**config.mk**
```make
export PLATFORM = sky130hd
export DESIGN_NAME = swbox_wilton
export DESIGN_NICKNAME = d
export VERILOG_FILES = /design/src/rtl/swbox_pkg.sv /design/src/rtl/swbox_cfg_store.sv /design/src/rtl/swbox_track_mux.sv /design/src/rtl/swbox_wilton.sv
export SDC_FILE = /design/constraint.sdc
export NUM_CORES = 1
export LEC_CHECK = 0
export BUFFER_PORTS_ARGS = -buffer_cell sky130_fd_sc_hd__buf_2
export CORE_ASPECT_RATIO = 1.75
export CORE_MARGIN = 4
export CORE_UTILIZATION = 50
export DETAILED_ROUTE_END_ITERATION = 7
export GPL_TIMING_DRIVEN = 0
export HOLD_SLACK_MARGIN = 0.08
export PLACE_DENSITY = 0.74
export SETUP_SLACK_MARGIN = 0.3
export SYNTH_ARGS = -nofsm -noshare
export SYNTH_HDL_FRONTEND = slang
export SYNTH_HIERARCHICAL = 1
export SYNTH_SLANG_ARGS = --single-unit
```
**constraint.sdc**
```tcl
create_clock -name clk -period 2.2 [get_ports clk]
set_input_delay 0.44 -clock clk [delete_from_list [all_inputs] [get_ports clk]]
set_output_delay 0.44 -clock clk [all_outputs]
set_load 0.1 [all_outputs]
```
**src/rtl/swbox_pkg.sv**
```systemverilog
package swbox_pkg;

    typedef enum logic [1:0] {
        SIDE_N = 2'd0,
        SIDE_E = 2'd1,
        SIDE_S = 2'd2,
        SIDE_W = 2'd3
    } side_e;

    localparam int NSIDES = 4;
    localparam int NSRC   = 3;   // enable bits used per output track
    localparam int NIB_W  = 4;   // nibble per output track, top bit reserved

    // Side feeding enable bit k of an output on side d.
    function automatic int src_side(input int k, input int d);
        case (k)
            0:       return (d + 2) % NSIDES;  // straight across
            1:       return (d + 1) % NSIDES;  // following side
            default: return (d + 3) % NSIDES;  // preceding side
        endcase
    endfunction

    // Track on that side feeding enable bit k of output track t.
    function automatic int src_track(input int k, input int t, input int w);
        case (k)
            0:       return t;
            1:       return (t + w - 1) % w;
            default: return (w - t) % w;
        endcase
    endfunction

endpackage

```
**src/rtl/swbox_cfg_store.sv**
```systemverilog
module swbox_cfg_store #(
    parameter int W      = 4,
    parameter int NBYTES = 2 * W,
    parameter int AW     = 3
) (
    input  logic                                       clk,
    input  logic                                       rst_n,
    input  logic                                       cfg_we,
    input  logic [AW-1:0]                              cfg_addr,
    input  logic [7:0]                                 cfg_wdata,
    output logic [7:0]                                 cfg_rdata,
    output logic [swbox_pkg::NSIDES*W-1:0][swbox_pkg::NSRC-1:0] en
);
    localparam int        NTRK      = swbox_pkg::NSIDES * W;
    localparam logic [7:0] LIVE_MASK = 8'h77;

    logic [NBYTES-1:0][7:0] bytes_q;
    logic                   addr_ok;

    assign addr_ok = (int'(cfg_addr) < NBYTES);

    always_ff @(posedge clk) begin
        if (!rst_n) begin
            bytes_q <= '0;
        end else if (cfg_we && addr_ok) begin
            bytes_q[cfg_addr] <= cfg_wdata & LIVE_MASK;
        end
    end

    always_comb begin
        cfg_rdata = addr_ok ? bytes_q[cfg_addr] : 8'h00;
    end

    for (genvar n = 0; n < NTRK; n++) begin : g_nib
        assign en[n] = bytes_q[n/2][(n%2)*swbox_pkg::NIB_W +: swbox_pkg::NSRC];
    end


    reset_clear_chk: assert property (@(posedge clk) disable iff (!rst_n)
        $rose(rst_n) |-> (bytes_q == '0));


    write_lands_chk: assert property (@(posedge clk) disable iff (!rst_n)
        (cfg_we && addr_ok) |=> (bytes_q[$past(cfg_addr)] == ($past(cfg_wdata) & LIVE_MASK)));


    hold_chk: assert property (@(posedge clk) disable iff (!rst_n)
        !cfg_we |=> $stable(bytes_q));

endmodule

```
**src/rtl/swbox_track_mux.sv**
```systemverilog
module swbox_track_mux #(
    parameter int NSRC = 3
) (
    input  logic [NSRC-1:0] en,
    input  logic [NSRC-1:0] src,
    output logic            o
);
    always_comb begin
        o = |(en & src);
    end
endmodule

```
**src/rtl/swbox_wilton.sv**
```systemverilog
module swbox_wilton #(
    parameter  int W  = 4,
    localparam int NB = 2 * W,
    localparam int AW = $clog2(NB)
) (
    input  logic          clk,
    input  logic          rst_n,
    input  logic          cfg_we,
    input  logic [AW-1:0] cfg_addr,
    input  logic [7:0]    cfg_wdata,
    output logic [7:0]    cfg_rdata,
    input  logic [W-1:0]  trk_in_n,
    input  logic [W-1:0]  trk_in_e,
    input  logic [W-1:0]  trk_in_s,
    input  logic [W-1:0]  trk_in_w,
    output logic [W-1:0]  trk_out_n,
    output logic [W-1:0]  trk_out_e,
    output logic [W-1:0]  trk_out_s,
    output logic [W-1:0]  trk_out_w
);
    import swbox_pkg::*;

    localparam int NTRK = NSIDES * W;

    logic [NSIDES-1:0][W-1:0]   in_bus;
    logic [NSIDES-1:0][W-1:0]   out_bus;
    logic [NTRK-1:0][NSRC-1:0]  en_bus;

    assign in_bus[SIDE_N] = trk_in_n;
    assign in_bus[SIDE_E] = trk_in_e;
    assign in_bus[SIDE_S] = trk_in_s;
    assign in_bus[SIDE_W] = trk_in_w;

    assign trk_out_n = out_bus[SIDE_N];
    assign trk_out_e = out_bus[SIDE_E];
    assign trk_out_s = out_bus[SIDE_S];
    assign trk_out_w = out_bus[SIDE_W];

    swbox_cfg_store #(
        .W      (W),
        .NBYTES (NB),
        .AW     (AW)
    ) u_store (
        .clk       (clk),
        .rst_n     (rst_n),
        .cfg_we    (cfg_we),
        .cfg_addr  (cfg_addr),
        .cfg_wdata (cfg_wdata),
        .cfg_rdata (cfg_rdata),
        .en        (en_bus)
    );

    for (genvar d = 0; d < NSIDES; d++) begin : g_side
        for (genvar t = 0; t < W; t++) begin : g_trk
            localparam int N  = d * W + t;
            localparam int S0 = src_side(0, d);
            localparam int S1 = src_side(1, d);
            localparam int S2 = src_side(2, d);
            localparam int T0 = src_track(0, t, W);
            localparam int T1 = src_track(1, t, W);
            localparam int T2 = src_track(2, t, W);

            logic [NSRC-1:0] src;
            assign src = {in_bus[S2][T2], in_bus[S1][T1], in_bus[S0][T0]};

            swbox_track_mux #(.NSRC(NSRC)) u_mux (
                .en  (en_bus[N]),
                .src (src),
                .o   (out_bus[d][t])
            );


            straight_chk: assert property (@(posedge clk) disable iff (!rst_n)
                (en_bus[N][0] && in_bus[S0][T0]) |-> out_bus[d][t]);


            cw_turn_chk: assert property (@(posedge clk) disable iff (!rst_n)
                (en_bus[N][1] && in_bus[S1][T1]) |-> out_bus[d][t]);


            ccw_turn_chk: assert property (@(posedge clk) disable iff (!rst_n)
                (en_bus[N][2] && in_bus[S2][T2]) |-> out_bus[d][t]);


            idle_low_chk: assert property (@(posedge clk) disable iff (!rst_n)
                (en_bus[N] == '0) |-> !out_bus[d][t]);
        end
    end

endmodule

```
[Word-level counts from Yosys, hierarchy flattened]
Cells that the tools add are included.
Operators by class
  add/subtract/negate cells: 0
  multipliers: 0
  divide/modulo/power cells: 0
  order comparisons: 2
  equal/unequal tests: 0
  shifts and indexed selects: 0
  mux-type cells: 5
  bitwise operators: 16
  reduce and logical (&&, ||, !) cells: 17
Operators by type and width (number)
  $bwmux W64: 1
  $and A3 B3 Y3: 16
  $reduce_or A3 Y1: 16
  $bmux W8 S3: 1
  $demux W8 S3: 1
  $mux W8: 2
  $lt A3 B4 Y1 const B: 1
  $ge A3 B1 Y1 const B: 1
  $logic_and A1 B1 Y1: 1
Word-level totals
  flip-flop bits (word level): 64
  bits in latches: 0
  bits in writable memories: 0
  ROM bits: 0
  bits of input ports: 30
  output and inout bits: 24
  logic and storage cells: 48
  memories kept: 0

[Depth between registers and ports, before layout]
  word-level depth: 5
  depth in mapped cells: 5
  depth with buffers taken out: 3

[Modules after synthesis]
Netlist, hierarchy kept.
Modules (own cells, without submodules)
  swbox_cfg_store: times used 1, cells each 229, area an instance 2369.8 µm², sequential area each 960.9 µm²
  swbox_track_mux: times used 16, cells each 2, area an instance 13.8 µm², sequential area each 0.0 µm²

[Worst setup path after synthesis]
Ideal clock, no wire load.
  path kind: input to output
  start point: input cfg_addr[2]
  end point: output cfg_rdata[5]
  data arrival time: 3.127 ns
  data required time: 1.760 ns
  path slack: -1.367 ns
  stages: 5
  buffers on the path: 2
  cell sequence: buf_4 > and2b_1 > clkbuf_1 > a221oi_1 > o21ai_0
Between the ends
  word-level cells in the longest chain between the ends: 2
RTL lines
  start, declared: RTL line swbox_wilton.sv:9  | input logic [AW-1:0] cfg_addr,
  $bmux W8 S3: RTL line swbox_cfg_store.sv:31  | cfg_rdata = addr_ok ? bytes_q[cfg_addr] : 8'h00;
  $mux W8 (not written as such): RTL line swbox_cfg_store.sv:31
  end, declared: RTL line swbox_wilton.sv:11  | output logic [7:0] cfg_rdata,
Every way passes these cells. The select of a mux whose other input is x is not followed.

[Worst setup path in the final report]
  start point: input cfg_addr[0]
  end point: output cfg_rdata[2]
The elaborated chain is that of the path after synthesis.

==> results.cfg <==
[finish]
nets = 347
fin_cells = 371
post_route_cells_drive_above_1_share = 0.3123
nFillCells = 405
finalInstanceArea_um2 = 3284
antenna_cells = 0
flow.area_growth_from_synthesis_pct = 26.81
most_common_cell_after_layout_fill_and_taps_aside = nor2b_1
most-common-layout-cells = nor2b_1, mux2i_1, dfxtp_1
largest_register_ffs = 48

[yosys]
ys_seq_elements = 48
synthesis.area_per_instance_um2 = 9.923
yosys_most_used_dff = dfxtp_1
synth.distinct_cells = 29
netlist_instances = 261
ys_seq_area_frac = 0.3710
total_standard_cell_area_after_synthesis_um2 = 2590
synth.yosys.warnings = 6
synth-async-reset-ratio = 0
count_of_flip_flops_with_a_built_in_enable_after_synthesis = 0

[power]
totalPowerFinal_uw = 1818
pwr_density_cell_nw_per_um2 = 553.5
ir_worst_vdd_mv = 0.4412
p_leak_uw = 0.001523

[floorplan]
start_util = 0.5204
die-height_um = 103.2
fp.dieW_um = 62.41
placement_rows = 34
die_area_um2 = 6441
core_area_um2 = 4977
io_pins = 54

[grt]
gr-usage-all-layers = 0.2554
grt_max_degree = 14
grt_pass1_wl_um = 12450
first_global_vias = 2241
grt-ovfl-total = 0
antenna_violations_before_repair = 0

[sta]
worst-slew-pin-transition_ns = 0.6577
final-hold-violation-count = 0
maxSlewViolCount = 0
skew_ns = 0
slew-limit-headroom = 0.5615
layout_worst_path_cycle_share = 0.9648
rsz0062_at_grt = yes
max_freq_mhz = 471.1
period_minus_slack_ns = 2.123
holdWs_ns = 0.5263
finalSetupViolations = 0

[critical_path]
worstPathMaxFanout = 8
cp-start-kind = primary input
critical_path.reg2reg.startpoint = u_store/en[37]
critPathCapture = cfg_rdata[2]
timing.critical_path.to_type = output port
critical_path_arrival_ns = 1.68
crit_path_start = cfg_addr[0]
timing.rr.end = u_store/en[37]
worstRegToRegCells = 2
cp_required_ns = 1.76
worst-r2r-setup-slack_ns = 1.51
timing.setup.critical_path_class = in -> out

[route]
detail_route.drc_violations = 0
top_layer = met4
final_antenna_net_count = 0
drt-vias-per-instance = 6.081
route.detailed.wl_per_inst_um = 21.88
detailroute.wirelength.met2_um = 4055
drt_iter0_drc = 201
m1WireLength_um = 3100
routed_wl_um = 8116
drt_pass1_iterations = 5
detailroute.via_count = 2256
met3WireLength_um = 650

[placement]
post_dp_cell_area_um2 = 2923
gp_congestion = 0.9450
dp_cells = 356
place.detailed.hpwl_um = 5772
io_buffer_count = 40

[clocking]
tritoncts_clock_tree = yes
root_buffer = clkbuf_8
cts_buffer_depth = 2
htree_levels = 2
clk_pin_slew_worst_paths_ns = 0.09
insertion_delay_ns = 0.29
cts_sinks = 48
cts_made_buffers = 5

[min_path]
whs_path_depth = 2
worst_hold_path_class = in -> reg

[flow_run]
max_cap_viol_count = 0

[outcome]
status = finished clean
[Yosys cell counts, drive strengths merged (3+ instances only)]
master | count | area (um^2)
nand2 | 5 | 18.77
a22oi | 9 | 67.56
mux2i | 49 | 490.5
nand4b | 3 | 32.53
clkbuf | 13 | 48.80
o211ai | 4 | 30.03
inv | 18 | 67.56
dfxtp | 48 | 960.9
nor2b | 50 | 312.8
a222oi | 16 | 160.2
buf | 13 | 80.07
mux2 | 16 | 180.2
[per-layer routing]
metal  track usage  up-vias
met2        0.4441      117
met4        0.1307        0
met1        0.3027     1072
li1              -     1040
met3       0.04216       27
met5             0        -
[metrics by stage]
step / setup TNS (ns) / utilization / worst slack [ns]
after global placement: -1.169 / 0.5872 / -0.2256
after CTS: 0 / 0.6531 / 0.09681
after global routing: 0 / 0.6599 / 0.07208
after floorplan: -3.210 / - / -0.6513
final: 0 / 0.6599 / 0.07744
after detailed placement: -1.139 / 0.5872 / -0.2200
[critical path, stage by stage]
cell     delay [ns]
buf_8          0.10
buf_12         0.13
mux2_4         0.30
a22o_1         0.25
a211o_4        0.29
buf_12         0.17
[cell type report]
class / instances / area [um^2] / area share
multi-input cells: 170 / 1545 / 0.4705
flip-flops and latches: 48 / 960.9 / 0.2926
repair buffers: 48 / 374.1 / 0.1139
plain buffers: 26 / 191.4 / 0.05829
clock buffers: 6 / 72.57 / 0.02210
inverters: 18 / 67.56 / 0.02057
well taps: 54 / 67.56 / 0.02057
clock inverters: 1 / 5.005 / 0.001524
[report_power, final]
part           switching, uW  internal [uW]
clock                    281            217
combinational            267            148
sequential              17.4            887
total                    566           1250
[repair_timing]
item | in CTS | in global routing
endpoints found under the setup margin | 6 | 9
hold endpoints to repair | 0 | 0
resized for setup | 44 | 14
gates cloned | 2 | 0
pin swaps | 10 | 8
buffers inserted | 6 | 0
hold buffers | 0 | 0
[cells by family (layout without fill, tap and decap cells)]
kind of cell / Yosys count / count (layout) / synth area share
buf+inv: 44 / 99 / 0.07584
mux: 65 / 65 / 0.2589
flops: 48 / 48 / 0.3710
other cells: 1 / 2 / 0.001448
simple gates: 68 / 68 / 0.1758
compound gates: 35 / 35 / 0.1169
[worst min path at each step]
stage                               from             end
after floorplan           u_store/en[24]  u_store/en[24]
after global placement    u_store/en[23]  u_store/en[23]
after detailed placement  u_store/en[17]  u_store/en[17]
after CTS                          rst_n  u_store/en[36]
after global routing               rst_n  u_store/en[10]
final                              rst_n  u_store/en[36]
(Power assumes the default switching activity.)
